### config.mk
export PLATFORM = sky130hd
export DESIGN_NAME = qenc_timer
export DESIGN_NICKNAME = d
export VERILOG_FILES = /design/src/rtl/qenc_pkg.sv /design/src/rtl/qenc_sync.sv /design/src/rtl/qenc_decode.sv /design/src/rtl/qenc_reload.sv /design/src/rtl/qenc_core.sv /design/src/rtl/qenc_timer.sv
export SDC_FILE = /design/constraint.sdc
export NUM_CORES = 1
export LEC_CHECK = 0
export ABC_AREA = 1
export BUFFER_PORTS_ARGS = -buffer_cell sky130_fd_sc_hd__buf_2
export CAP_MARGIN = 25
export CORE_MARGIN = 2
export CORE_UTILIZATION = 45
export CTS_CLUSTER_DIAMETER = 60
export DETAILED_ROUTE_END_ITERATION = 7
export PLACE_DENSITY = 0.65
export SLEW_MARGIN = 20
export SYNTH_ARGS = -nofsm -noshare
export SYNTH_HDL_FRONTEND = slang
export SYNTH_SLANG_ARGS = --single-unit
### constraint.sdc
create_clock -name clk -period 2.69 [get_ports clk]
set_clock_uncertainty 0.1 [all_clocks]
set_input_delay 0.269 -clock clk [delete_from_list [all_inputs] [get_ports clk]]
set_output_delay 0.269 -clock clk [all_outputs]
set_load 0.1 [all_outputs]
### src/rtl/qenc_pkg.sv
package qenc_pkg;

  typedef enum logic [1:0] {
    MODE_UP  = 2'd0,
    MODE_X2A = 2'd1,
    MODE_X2B = 2'd2,
    MODE_X4  = 2'd3
  } qmode_e;

  localparam logic [1:0] ADDR_CTRL = 2'd0;
  localparam logic [1:0] ADDR_CEIL = 2'd1;
  localparam logic [1:0] ADDR_CNT  = 2'd2;
  localparam logic [1:0] ADDR_SHD  = 2'd3;

  localparam int CTL_RUN  = 0;
  localparam int CTL_PRE  = 1;
  localparam int CTL_MODE = 2;
  localparam int CTL_DIR  = 4;
  localparam int CTL_FLAG = 5;
  localparam int CTL_UPD  = 6;
  localparam int CTL_BITS = 7;

endpackage

### src/rtl/qenc_sync.sv
module qenc_sync #(
  parameter int STAGES = 2
) (
  input  logic clk,
  input  logic rst_n,
  input  logic din,
  output logic lvl,
  output logic edg
);
  logic [STAGES:0] sh_q, sh_d;

  always_comb begin
    sh_d = {sh_q[STAGES-1:0], din};
  end

  always_ff @(posedge clk or negedge rst_n) begin
    if (!rst_n) sh_q <= '0;
    else        sh_q <= sh_d;
  end

  assign lvl = sh_q[STAGES-1];
  assign edg = sh_q[STAGES] ^ sh_q[STAGES-1];
endmodule

### src/rtl/qenc_decode.sv
module qenc_decode
  import qenc_pkg::*;
(
  input  logic   clk,
  input  logic   rst_n,
  input  qmode_e mode,
  input  logic   run,
  input  logic   a_lvl,
  input  logic   b_lvl,
  input  logic   a_edg,
  input  logic   b_edg,
  output logic   step,
  output logic   up
);
  logic differ;

  always_comb begin
    differ = a_lvl ^ b_lvl;
    step   = 1'b0;
    up     = 1'b1;
    case (mode)
      MODE_UP: begin
        step = run;
        up   = 1'b1;
      end
      MODE_X2A: begin
        step = run & a_edg & ~b_edg;
        up   = differ;
      end
      MODE_X2B: begin
        step = run & b_edg & ~a_edg;
        up   = ~differ;
      end
      MODE_X4: begin
        step = run & (a_edg ^ b_edg);
        up   = a_edg ? differ : ~differ;
      end
      default: begin
        step = 1'b0;
        up   = 1'b1;
      end
    endcase
  end


  both_edge_chk: assert property (@(posedge clk) disable iff (!rst_n)
    (a_edg && b_edg && mode != MODE_UP) |-> !step);

endmodule

### src/rtl/qenc_reload.sv
module qenc_reload #(
  parameter int W = 16
) (
  input  logic         clk,
  input  logic         rst_n,
  input  logic         ceil_wr,
  input  logic [W-1:0] wdata,
  input  logic         preload,
  input  logic         upd,
  output logic [W-1:0] ceil_act,
  output logic [W-1:0] ceil_shd,
  output logic         ceil_load,
  output logic [W-1:0] ceil_new
);
  logic [W-1:0] act_q, shd_q, shd_d;
  logic         shd_en;

  always_comb begin
    shd_en    = ceil_wr;
    shd_d     = ceil_wr ? wdata : shd_q;
    ceil_load = upd | (ceil_wr & ~preload);
    ceil_new  = shd_d;
  end

  always_ff @(posedge clk or negedge rst_n) begin
    if (!rst_n) begin
      act_q <= '1;
      shd_q <= '1;
    end else begin
      if (shd_en)    shd_q <= shd_d;
      if (ceil_load) act_q <= ceil_new;
    end
  end

  assign ceil_act = act_q;
  assign ceil_shd = shd_q;


  ceil_direct_chk: assert property (@(posedge clk) disable iff (!rst_n)
    (ceil_wr && !preload) |=> (ceil_act == $past(wdata)));


  ceil_buffered_chk: assert property (@(posedge clk) disable iff (!rst_n)
    (ceil_wr && preload && !upd) |=> $stable(ceil_act));

endmodule

### src/rtl/qenc_core.sv
module qenc_core #(
  parameter int W = 16
) (
  input  logic         clk,
  input  logic         rst_n,
  input  logic         step,
  input  logic         up,
  input  logic         cnt_wr,
  input  logic [W-1:0] cnt_wdata,
  input  logic [W-1:0] ceil_act,
  input  logic         ceil_load,
  input  logic [W-1:0] ceil_new,
  output logic [W-1:0] cnt,
  output logic         dir,
  output logic         wrap
);
  logic [W-1:0] cnt_q, cnt_d;
  logic         dir_q, dir_d, cnt_en;

  always_comb begin
    cnt_d = cnt_q;
    dir_d = dir_q;
    wrap  = 1'b0;
    if (cnt_wr) begin
      if (cnt_wdata <= ceil_act) cnt_d = cnt_wdata;
    end else if (step) begin
      dir_d = ~up;
      if (up) begin
        if (cnt_q >= ceil_act) begin
          cnt_d = '0;
          wrap  = 1'b1;
        end else begin
          cnt_d = cnt_q + 1'b1;
        end
      end else begin
        if (cnt_q == '0) begin
          cnt_d = ceil_act;
          wrap  = 1'b1;
        end else begin
          cnt_d = cnt_q - 1'b1;
        end
      end
    end
    if (ceil_load && (cnt_d > ceil_new)) cnt_d = '0;
    cnt_en = cnt_wr | step | ceil_load;
  end

  always_ff @(posedge clk or negedge rst_n) begin
    if (!rst_n) begin
      cnt_q <= '0;
      dir_q <= 1'b0;
    end else if (cnt_en) begin
      cnt_q <= cnt_d;
      dir_q <= dir_d;
    end
  end

  assign cnt = cnt_q;
  assign dir = dir_q;


  cnt_in_range_chk: assert property (@(posedge clk) disable iff (!rst_n)
    cnt_q <= ceil_act);


  wrap_top_chk: assert property (@(posedge clk) disable iff (!rst_n)
    (step && up && !cnt_wr && !ceil_load && cnt_q == ceil_act) |=> (cnt_q == '0));


  wrap_bottom_chk: assert property (@(posedge clk) disable iff (!rst_n)
    (step && !up && !cnt_wr && !ceil_load && cnt_q == '0) |=> (cnt_q == $past(ceil_act)));

endmodule

### src/rtl/qenc_timer.sv
module qenc_timer
  import qenc_pkg::*;
#(
  parameter int CNT_W  = 16,
  parameter int STAGES = 2
) (
  input  logic             clk,
  input  logic             rst_n,
  input  logic             enc_a,
  input  logic             enc_b,
  input  logic             reg_wr,
  input  logic [1:0]       reg_addr,
  input  logic [CNT_W-1:0] reg_wdata,
  output logic [CNT_W-1:0] reg_rdata
);
  localparam int NLINES = 2;

  logic       rst_s1_q, rst_s2_q, rst_sync_n;
  logic [NLINES-1:0] raw, lvl, edg;

  logic       run_q, run_d, pre_q, pre_d, flag_q, flag_d, ctl_en;
  qmode_e     mode_q, mode_d;
  logic       ctrl_wr, ceil_wr, cnt_wr, upd;
  logic       step, up, wrap, dir, ceil_load;
  logic [CNT_W-1:0] cnt, ceil_act, ceil_shd, ceil_new;

  always_ff @(posedge clk or negedge rst_n) begin
    if (!rst_n) begin
      rst_s1_q <= 1'b0;
      rst_s2_q <= 1'b0;
    end else begin
      rst_s1_q <= 1'b1;
      rst_s2_q <= rst_s1_q;
    end
  end
  assign rst_sync_n = rst_s2_q;

  assign raw = {enc_b, enc_a};

  for (genvar i = 0; i < NLINES; i++) begin : g_line
    qenc_sync #(.STAGES(STAGES)) u_sync (
      .clk   (clk),
      .rst_n (rst_sync_n),
      .din   (raw[i]),
      .lvl   (lvl[i]),
      .edg   (edg[i])
    );
  end

  always_comb begin
    ctrl_wr = reg_wr && (reg_addr == ADDR_CTRL);
    ceil_wr = reg_wr && (reg_addr == ADDR_CEIL);
    cnt_wr  = reg_wr && (reg_addr == ADDR_CNT);
    upd     = ctrl_wr && reg_wdata[CTL_UPD];
    ctl_en  = ctrl_wr;
    run_d   = reg_wdata[CTL_RUN];
    pre_d   = reg_wdata[CTL_PRE];
    mode_d  = qmode_e'(reg_wdata[CTL_MODE +: 2]);
    if (wrap)                                flag_d = 1'b1;
    else if (ctrl_wr && reg_wdata[CTL_FLAG]) flag_d = 1'b0;
    else                                     flag_d = flag_q;
  end

  always_ff @(posedge clk or negedge rst_sync_n) begin
    if (!rst_sync_n) begin
      run_q  <= 1'b0;
      pre_q  <= 1'b0;
      mode_q <= MODE_UP;
      flag_q <= 1'b0;
    end else begin
      flag_q <= flag_d;
      if (ctl_en) begin
        run_q  <= run_d;
        pre_q  <= pre_d;
        mode_q <= mode_d;
      end
    end
  end

  qenc_decode u_decode (
    .clk   (clk),
    .rst_n (rst_sync_n),
    .mode  (mode_q),
    .run   (run_q),
    .a_lvl (lvl[0]),
    .b_lvl (lvl[1]),
    .a_edg (edg[0]),
    .b_edg (edg[1]),
    .step  (step),
    .up    (up)
  );

  qenc_reload #(.W(CNT_W)) u_reload (
    .clk       (clk),
    .rst_n     (rst_sync_n),
    .ceil_wr   (ceil_wr),
    .wdata     (reg_wdata),
    .preload   (pre_q),
    .upd       (upd),
    .ceil_act  (ceil_act),
    .ceil_shd  (ceil_shd),
    .ceil_load (ceil_load),
    .ceil_new  (ceil_new)
  );

  qenc_core #(.W(CNT_W)) u_core (
    .clk       (clk),
    .rst_n     (rst_sync_n),
    .step      (step),
    .up        (up),
    .cnt_wr    (cnt_wr),
    .cnt_wdata (reg_wdata),
    .ceil_act  (ceil_act),
    .ceil_load (ceil_load),
    .ceil_new  (ceil_new),
    .cnt       (cnt),
    .dir       (dir),
    .wrap      (wrap)
  );

  always_comb begin
    reg_rdata = '0;
    case (reg_addr)
      ADDR_CTRL: begin
        reg_rdata[CTL_RUN]       = run_q;
        reg_rdata[CTL_PRE]       = pre_q;
        reg_rdata[CTL_MODE +: 2] = mode_q;
        reg_rdata[CTL_DIR]       = dir;
        reg_rdata[CTL_FLAG]      = flag_q;
      end
      ADDR_CEIL: reg_rdata = ceil_act;
      ADDR_CNT:  reg_rdata = cnt;
      default:   reg_rdata = ceil_shd;
    endcase
  end


  frozen_chk: assert property (@(posedge clk) disable iff (!rst_sync_n)
    (!run_q && !cnt_wr && !ceil_load) |=> $stable(cnt));


  plain_step_chk: assert property (@(posedge clk) disable iff (!rst_sync_n)
    (run_q && mode_q == MODE_UP && !cnt_wr && !ceil_load && cnt < ceil_act)
      |=> (cnt == CNT_W'($past(cnt) + 1'b1)));


  flag_sticky_chk: assert property (@(posedge clk) disable iff (!rst_sync_n)
    wrap |=> flag_q);

endmodule

## Word level (Yosys, flattened, before mapping)

Index checks and enable logic that the tools add are counted.
W data, S select, Z words.

- Register bits after elaboration: 62
- Output and inout bits: 16
- Word-level logic and storage cells: 72
- Input port bits: 23

- Bitwise operators: 19
- Reductions and logical operators: 11
- Eq/ne operators: 5
- Multiplexer cells: 20
- Add/sub/neg operators: 2
- Order comparisons: 3

Operator list:

| operator | number |
|---|---|
| $mux W16 | 8 |
| $pmux W10 S3 | 1 |
| $pmux W6 S3 | 1 |
| $add A16 B1 Y16 const B | 1 |
| $ge A16 B16 Y1 | 1 |
| $gt A16 B16 Y1 | 1 |
| $le A16 B16 Y1 | 1 |
| $logic_not A16 Y1 | 1 |
| $sub A16 B1 Y16 const B | 1 |
| $mux W1 | 8 |
| $pmux W1 S4 | 2 |
| $and A1 B1 Y1 | 6 |
| $eq A2 B2 Y1 const B | 3 |
| $logic_and A1 B1 Y1 | 6 |
| $not A1 Y1 | 6 |
| $eq A2 B1 Y1 const B | 2 |
| $logic_not A2 Y1 | 2 |
| $xor A1 B1 Y1 | 4 |
| $or A1 B1 Y1 | 3 |
| $reduce_and A3 Y1 | 1 |
| $reduce_bool A2 Y1 | 1 |

## Depth between registers and ports, before layout

Gate-level depths: netlist of run 1.

- Depth in word-level cells: 10
- Gate-level depth with buffers: 28
- Mapped depth without buffers: 27

## By module

A second synthesis of run 1 with hierarchy kept.

- Cell total of the unflattened synthesis: 900
- Area total of the unflattened synthesis: 6008.3 um^2

Modules (own cells, without submodules):

| module | times used | cells an instance | area an instance (um^2) | seq. area each (um^2) |
|---|---|---|---|---|
| qenc_core | 1 | 600 | 3554.7 | 425.4 |
| qenc_reload | 1 | 155 | 1497.7 | 840.8 |
| qenc_timer | 1 | 112 | 688.2 | 175.2 |
| qenc_sync | 2 | 8 | 93.8 | 75.1 |
| qenc_decode | 1 | 17 | 80.1 | 0.0 |

## Worst setup path after synthesis of run 1

No wires, ideal clock.

- Path type: register -> register
- From: register u_reload.act_q[7] (netlist: u_reload.ceil_act[7])
- To: register u_core.cnt_q[2] (netlist: u_core.cnt[2])
- Library setup time: 72 ps
- Data required time: 2518 ps
- Setup slack: -513 ps
- Arrival: 3031 ps
- Period minus slack after synthesis: 3203 ps
- Stages on the path, launching flop included: 25
- Path through: dfstp_2 inv_1 ha_1 nand2_1 nor2_1 nand2_1 nand2_1 nand2_1 nand2_2 nand2_2 buf_2 nand2_1 nand3_1 nand2_1 inv_1 ha_1 nand2_1 nor2_1 nand2_1 nor4b_1 nor2_2 nand2_2 inv_4 buf_6 nor2_1

- Word-level cells in the longest chain between the ends: 8
- Elaborated cells between the ends (all ways): 11

RTL lines:

| what | line | source |
|---|---|---|
| start: declaration | qenc_reload.sv:15 | `logic [W-1:0] act_q, shd_q, shd_d;` |
| start signal: assignment | qenc_reload.sv:31 | `if (ceil_load) act_q <= ceil_new;` |
| $ge A16 B16 Y1 | qenc_core.sv:29 | `if (cnt_q >= ceil_act) begin` |
| $mux W16 | qenc_core.sv:29 |  |
| $mux W16 | qenc_core.sv:28 | `if (up) begin` |
| $mux W16 | qenc_core.sv:26 | `end else if (step) begin` |
| $mux W16 * | qenc_core.sv:24 | `if (cnt_wr) begin` |
| $gt A16 B16 Y1 | qenc_core.sv:44 | `if (ceil_load && (cnt_d > ceil_new)) cnt_d = '0;` |
| $logic_and A1 B1 Y1 | qenc_core.sv:44 |  |
| $mux W16 * | qenc_core.sv:44 |  |
| end signal: assignment | qenc_core.sv:53 | `cnt_q <= cnt_d;` |
| end: declaration | qenc_core.sv:17 | `logic [W-1:0] cnt_q, cnt_d;` |

Mark *: on every way between the ends. The rest lies on a longest branch, timed or not.
A chain may end at the register's enable or synchronous reset.

## Worst setup path after layout of run 1

- From: register u_reload.act_q[13] (netlist: u_reload.ceil_act[13])
- To: register u_core.cnt_q[9] (netlist: u_core.cnt[9])

Same word-level chain as after synthesis.

==> results.md, run 1 <==
- Tcrit/Tclk final: 1.31
- Max IR drop VDD: 0.000709 V
- Ranking of synthesized cells by area: nand2_1, dfstp_2, dfrtp_1
- Area Growth Syn to Fin: 44.1%
- Drt wl/cell: 18.0 um
- CP max-delay cell: dfstp_2
- Htree depth: 3
- Design area: 8410 sq um
- Layout net count: 1,117
- Setup tns final: -12,730 ps
- CTS tree: yes
- Yosys top cell area share: 0.149
- Syn_nets: 915
- Final hold violation count: 0
- CP startpoint kind: register
- Pwr Total: 8690 uW
- WP buf/inv: 4
- FILL cells: 1,055
- Post-synthesis cell type count: 44
- Pint: 4470 uW
- IO Pins: 39
- Drt drc: 0
- Met2 Routed Length: 9450 um
- CP Launch Point: u_reload.ceil_act[13]$_DFFE_PN1N_
- Final setup vio count: 16
- Die Wd: 118 um
- Status: finished with violations
- Core area: 12,600 sq um
- Mapped Area: 5830 sq um
- Avg Vias per Cell: 5.57
- CP Max Fanout: 7
- Post-Synthesis Cells: 841
- GPL Wtd Cong: 0.979
- Tmin final: 3530 ps
- Max Slew Vio Count: 0
- Yosys reg bits: 62
- Sw frac: 0.485
- Largest net degree at the start of global routing: 33
- Leak: 0.00421 uW
- RSZ-0062 raised after global routing: yes
- Antenna violations before repair: 0
- Sequential fraction of design power: 0.170
- Final ANT Viol Nets: 0
- WL met1: 9220 um
- DR pass1 iterations: 7
- Drt total wl: 22,000 um
- Clk slew on worst S/H paths: 60 ps
- Worst r2r src: u_reload.ceil_act[13]$_DFFE_PN1N_
- Synth Area per Inst: 6.93 sq um
- Row cnt: 41
- Vias in the first global route: 6,327
- Initial Util: 0.462
- Pwr Density: 1030 nW/um^2
- DP HPWL: 15,900 um
- Vias post-DR: 6,799
- Final std cells w/o fill: 1,220
- Hold slack final: 140 ps
- CP Class: reg2reg
- Clock network power share: 0.137
- Endpoint class of the critical path: register
- Placed instance area: 7400 sq um
- TritonCTS Buffers: 9
- Fmax: 0.283 GHz
- Yosys top cell by area: nand2_1
- Failing checks: negative setup slack
- Antenna cells: 0
- Most frequent cells in the layout: nand2_1, buf_4, inv_1
- Total Routing Usage GR: 0.302
- Clock Sinks: 62
- DP Cell Count: 1,186
- Clk Latency, worst-skew pair: 340 ps
- Max incr delay on CP: 550 ps
- CTS Buffer Depth: 2
- Area of the multi-input gates: 4220 sq um
- # Max-Cap Violations: 0
- Sequential share of the synthesized area: 0.273
- CP Data Arrival Time: 3690 ps
- Fraction of layout cells with a size suffix above 1: 0.414
- IO Port Bufs: 38
- Met3 WL: 2130 um
- Die ar.: 13,900 sq um
- Worst path top cell family by delay: simple AND/OR/NAND/NOR gates
- Fin worst setup slack: -841 ps
- Global route total overflow: 0
- Highest metal used: met4
- Hold crit path type: in2async
- Synthesis Warnings: 0
- CTS Root Cell: clkbuf_16
- Commonest non-fill, non-tap cell in the layout: nand2_1
- NetSw: 4220 uW
- Worst Max-Slew Pin Slew: 766 ps
- Combinational power share: 0.693
- Worst slew margin relative to its limit: 0.489
- Die extent in y: 118 um
- Critical Path RT: 2850 ps
- First-pass GRT wire length: 33,000 um
- Reg area: 1590 sq um
- Crit path cell chain: inv_4 > ha_4 > nand4_1 > nor2_4 > nand3_4 > buf_8 > buf_4 > nand3_1 > nand3_2 > nand3_2 > ha_4 > a21oi_1 > o21ai_1 > a21oi_1 > nand2_2 > nand2_4 > inv_6 > nor2_1
- Initial DRC Count: 974
==> cell families (layout without fill, tap and decap cells) <==
logic type,after synthesis,in the layout,share of synthesized area
XOR/XNOR,9,9,0.0135
AND/OR/NAND/NOR,454,455,0.365
AO/OA/AOI/OAI,123,123,0.129
flip-flops,62,62,0.273
other,1,1,0.000643
adder cells (fa/ha/maj),51,51,0.109
buffers and inverters,141,347,0.109
==> worst paths after layout <==
check	slack, ps	endpoint	cells after the start
hold reg to reg	240	run_q$_DFFE_PN0P_	0
hold / removal	140	rst_s2_q$_DFF_PN0_	2
setup / recovery	-840	u_core.cnt[9]$_DFFE_PN0P_	18
max in group asynchronous	1460	u_reload.ceil_act[12]$_DFFE_PN1N_	1
setup reg to reg	-840	u_core.cnt[9]$_DFFE_PN0P_	18
min in group clk	200	u_reload.ceil_shd[8]$_DFFE_PN1P_	4
==> registers in the layout (all words and copies together), names as in the netlist <==
name and count:
u_core.cnt 16, g_line.u_sync.sh_q 6, flag_q 1, rst_s2_q 1
u_reload.ceil_shd 16, rst_s1_q 1, pre_q 1, u_reload.ceil_act 16
run_q 1, u_core.dir 1, mode_q 2
==> Yosys cell counts (all sizes together) <==
library cell / n
clkinv: 1
nor4b: 1
o21ai: 62
o21a: 2
o211ai: 1
o21bai: 1
a31oi: 1
xnor2: 1
nor2: 94
a21oi: 36
a211oi: 1
nand3: 87
nand2: 246
xor2: 8
conb: 1
ha: 51
dfstp: 32
dfrtp: 30
a21o: 1
nand3b: 4
o221ai: 11
inv: 112
o22ai: 6
o211a: 1
nor3: 3
clkbuf: 4
or2: 7
buf: 24
nand4: 12
==> power by group through the flow <==
stage | Sequential (uW) | Clock (uW) | Combinational, uW
finish | 1480 | 1190 | 6030
global route | 1510 | 1230 | 6460
CTS | 1450 | 1180 | 5390
detailed placement | 1460 | 0 | 5050
global placement | 1460 | 0 | 5000
floorplan | 1440 | 0 | 3160
==> timing repair <==
item | 4_1_cts | 5_1_grt
pin swaps | 15 | 39
resized for setup | 45 | 67
buffers inserted | 7 | 4
hold buffers | 3 | 0
hold endpoints to repair | 4 | 0
setup endpoints to repair | 16 | 16
cloned | 3 | 1
==> per-stage QoR <==
stage,worst slack [ps],util
6_report,-841,0.666
5_1_grt,-962,0.666
2_1_floorplan,-367,-
3_3_place_gp,-692,0.586
3_5_place_dp,-729,0.586
4_1_cts,-632,0.635
==> area by class of cell <==
cell class	instances	area share
multi-input combinational	639	0.502
timing repair buffer	217	0.194
sequential	62	0.189
inverter	113	0.0520
clock buffer	12	0.0305
tap	172	0.0256
clock inverter	4	0.00536
timing repair inverter	1	0.00104
==> routing by layer <==
metal | global-route usage | up-vias
li1 | - | 3148
met1 | 0.423 | 3098
met2 | 0.458 | 426
met3 | 0.0601 | 127
met4 | 0.114 | 0
met5 | 0 | -
No activity file was read; power rests on OpenSTA's default activity.
==> inputs of run 2 (changes only) <==
--- a/config.mk
+++ b/config.mk
@@ -17,3 +17,4 @@
 export SYNTH_ARGS = -nofsm -noshare
 export SYNTH_HDL_FRONTEND = slang
 export SYNTH_SLANG_ARGS = --single-unit
+export TNS_END_PERCENT = 30
==> run 2 against run 1 <==
The flow still finishes with violations (negative setup slack). Sequential power about the same. Critical path depth increased by 1. First-iteration DRC count decreased by 13%. Clock-buffer cell count decreased by 3. Wire length decreased by 2.2%. Worst setup slack got worse by 9.7 ps. Power decreased by 0.42%. Worst hold slack improved by 7.3 ps. Critical endpoint is now u_core.cnt[2]$_DFFE_PN0P_. Die area unchanged.
==> results.md, run 2 (synthesized netlist as in run 1, its figures left out) <==
- Status: finished with violations
- Failing checks: negative setup slack
- Most frequent cells in the layout: nand2_1, buf_4, inv_1
- Antenna violations before repair: 0
- CP Class: reg2reg
- Final hold violation count: 0
- Avg Vias per Cell: 5.48
- Row cnt: 41
- # Max-Cap Violations: 0
- Vias in the first global route: 6,337
- Global route total overflow: 0
- Tmin final: 3540 ps
- IO Port Bufs: 38
- Final setup vio count: 16
- Drt drc: 0
- Clk Latency, worst-skew pair: 340 ps
- Die extent in y: 118 um
- Initial Util: 0.462
- Leak: 0.00419 uW
- Top cell by count, worst path: nor2_2
- Die ar.: 13,900 sq um
- CTS Root Cell: clkbuf_16
- Worst Setup EP: u_core.cnt[2]$_DFFE_PN0P_
- TritonCTS Buffers: 9
- Critical Path RT: 2850 ps
- Flop2flop setup slack: -850 ps
- Antenna cells: 0
- RSZ-0062 raised after global routing: yes
- Max Slew Vio Count: 0
- First-pass GRT wire length: 32,900 um
- CP Max Fanout: 8
- Pwr Total: 8660 uW
- Total Routing Usage GR: 0.301
- Final ANT Viol Nets: 0
- Endpoint class of the critical path: register
- IO Pins: 39
- CP max-delay cell: dfstp_2
- CP Data Arrival Time: 3700 ps
- Commonest non-fill, non-tap cell in the layout: nand2_1
- CTS Buffer Depth: 2
- FILL cells: 1,051
- CTS tree: yes
- DR pass1 iterations: 6
- Reg-to-Reg End: u_core.cnt[2]$_DFFE_PN0P_
- FF-to-FF path depth: 19
- Clock Sinks: 62
- Vias post-DR: 6,680
- DP Cell Count: 1,177
- Crit path cell chain: inv_4 > ha_4 > nand4_1 > nor2_2 > nand3_2 > buf_4 > a21oi_1 > nor2_1 > nor2_2 > inv_1 > ha_1 > nand2_1 > nor2_2 > nand2_2 > nor4b_4 > nor2_2 > nand2_4 > inv_8 > nor2_1
- Worst Max-Slew Pin Slew: 680 ps
- Drt wl/cell: 17.6 um
- Fraction of layout cells with a size suffix above 1: 0.435
- Htree depth: 3
- Pwr Density: 1040 nW/um^2
- Die Wd: 118 um
- CP Launch Point: u_reload.ceil_act[15]$_DFFE_PN1N_
- Clk slew on worst S/H paths: 60 ps
- Largest net degree at the start of global routing: 34
- Hold crit path type: in2async
- Fmax: 0.282 GHz
- Max incr delay on CP: 560 ps
- GPL Wtd Cong: 0.947
- Drt total wl: 21,500 um
- DP HPWL: 15,800 um
- Fin worst setup slack: -851 ps
- Layout net count: 1,117
- Area Growth Syn to Fin: 43.1%
- Tcrit/Tclk final: 1.32
- Worst slew margin relative to its limit: 0.546
- CP startpoint kind: register
- Final std cells w/o fill: 1,220
- Max IR drop VDD: 0.000550 V
- Worst r2r src: u_reload.ceil_act[15]$_DFFE_PN1N_
- Core area: 12,600 sq um
- Initial DRC Count: 849
==> run 2: cell types whose count changed in the layout (fill, tap and decap cells not counted), sizes merged <==
cell	previous run	this run
buf	214	215
clkinvlp	0	3
inv	113	114
nand2	247	246
clkbuf	12	9
bufinv	1	0
==> run 2: critical path: cells and delay by family, from the launching register on <==
family / cells / cell delay, ps
and+or+nand+nor: 12 / 1700
AOI/OAI and AO/OA: 1 / 160
adders and majority gates: 2 / 560
buffers and inverters: 4 / 380
DFF: 1 / 560
==> run 2: metrics by stage <==
step | TNS (ps) | utilization | worst slack [ps] | hold WS (ps) | area (sq um)
2_1_floorplan | -6430 | - | -368 | -127 | 5940
3_3_place_gp | -11150 | 0.583 | -714 | -44.5 | 7360
3_5_place_dp | -12130 | 0.583 | -778 | -41.4 | 7360
4_1_cts | -10910 | 0.631 | -718 | 141 | 7970
5_1_grt | -13820 | 0.661 | -885 | 153 | 8350
6_report | -13000 | 0.661 | -851 | 147 | 8350
==> run 2: layer usage <==
| layer | track usage | part of all wire |
|---|---|---|
| met1 | 0.415 | 0.42 |
| met2 | 0.477 | 0.45 |
| met3 | 0.0572 | 0.096 |
| met4 | 0.0941 | 0.033 |
| met5 | 0 | 0 |
==> run 2: worst min path at each step <==
stage               cells past startpoint  slack (ps)  startpoint                 end
finish                                  2         150       rst_n  rst_s2_q$_DFF_PN0_
global route                            2         150       rst_n  rst_s1_q$_DFF_PN0_
CTS                                     2         140       rst_n  rst_s1_q$_DFF_PN0_
detailed placement                      1         -40       rst_n  rst_s1_q$_DFF_PN0_
global placement                        1         -40       rst_n  rst_s1_q$_DFF_PN0_
floorplan                               0        -130       rst_n  rst_s1_q$_DFF_PN0_
==> run 2: repair_timing <==
action                                  in CTS  in global routing
pin swaps                                   13                 40
endpoints found under the hold margin        4                  0
hold buffers                                 3                  0
setup buffers                               20                  5
endpoints found under the setup margin      16                 16
gates resized for setup                     37                 84
gates cloned                                 1                  0
==> run 2: area by class of cell <==
type / count / area, sq um / share of cell area
clock buffer: 9 / 225 / 0.0270
clock inverter: 7 / 50.0 / 0.00600
inverter: 113 / 434 / 0.0520
multi-input combinational: 638 / 4170 / 0.500
sequential: 62 / 1590 / 0.191
tap: 172 / 215 / 0.0258
timing repair buffer: 218 / 1640 / 0.197
timing repair inverter: 1 / 11.3 / 0.00135
==> run 2: power by group <==
part           switching [uW]  leakage [uW]  total, uW  internal [uW]
sequential                193      0.000693       1450           1260
clock                     458      0.000128       1080            624
combinational            3600       0.00337       6120           2520
total                    4250       0.00419       8660           4400
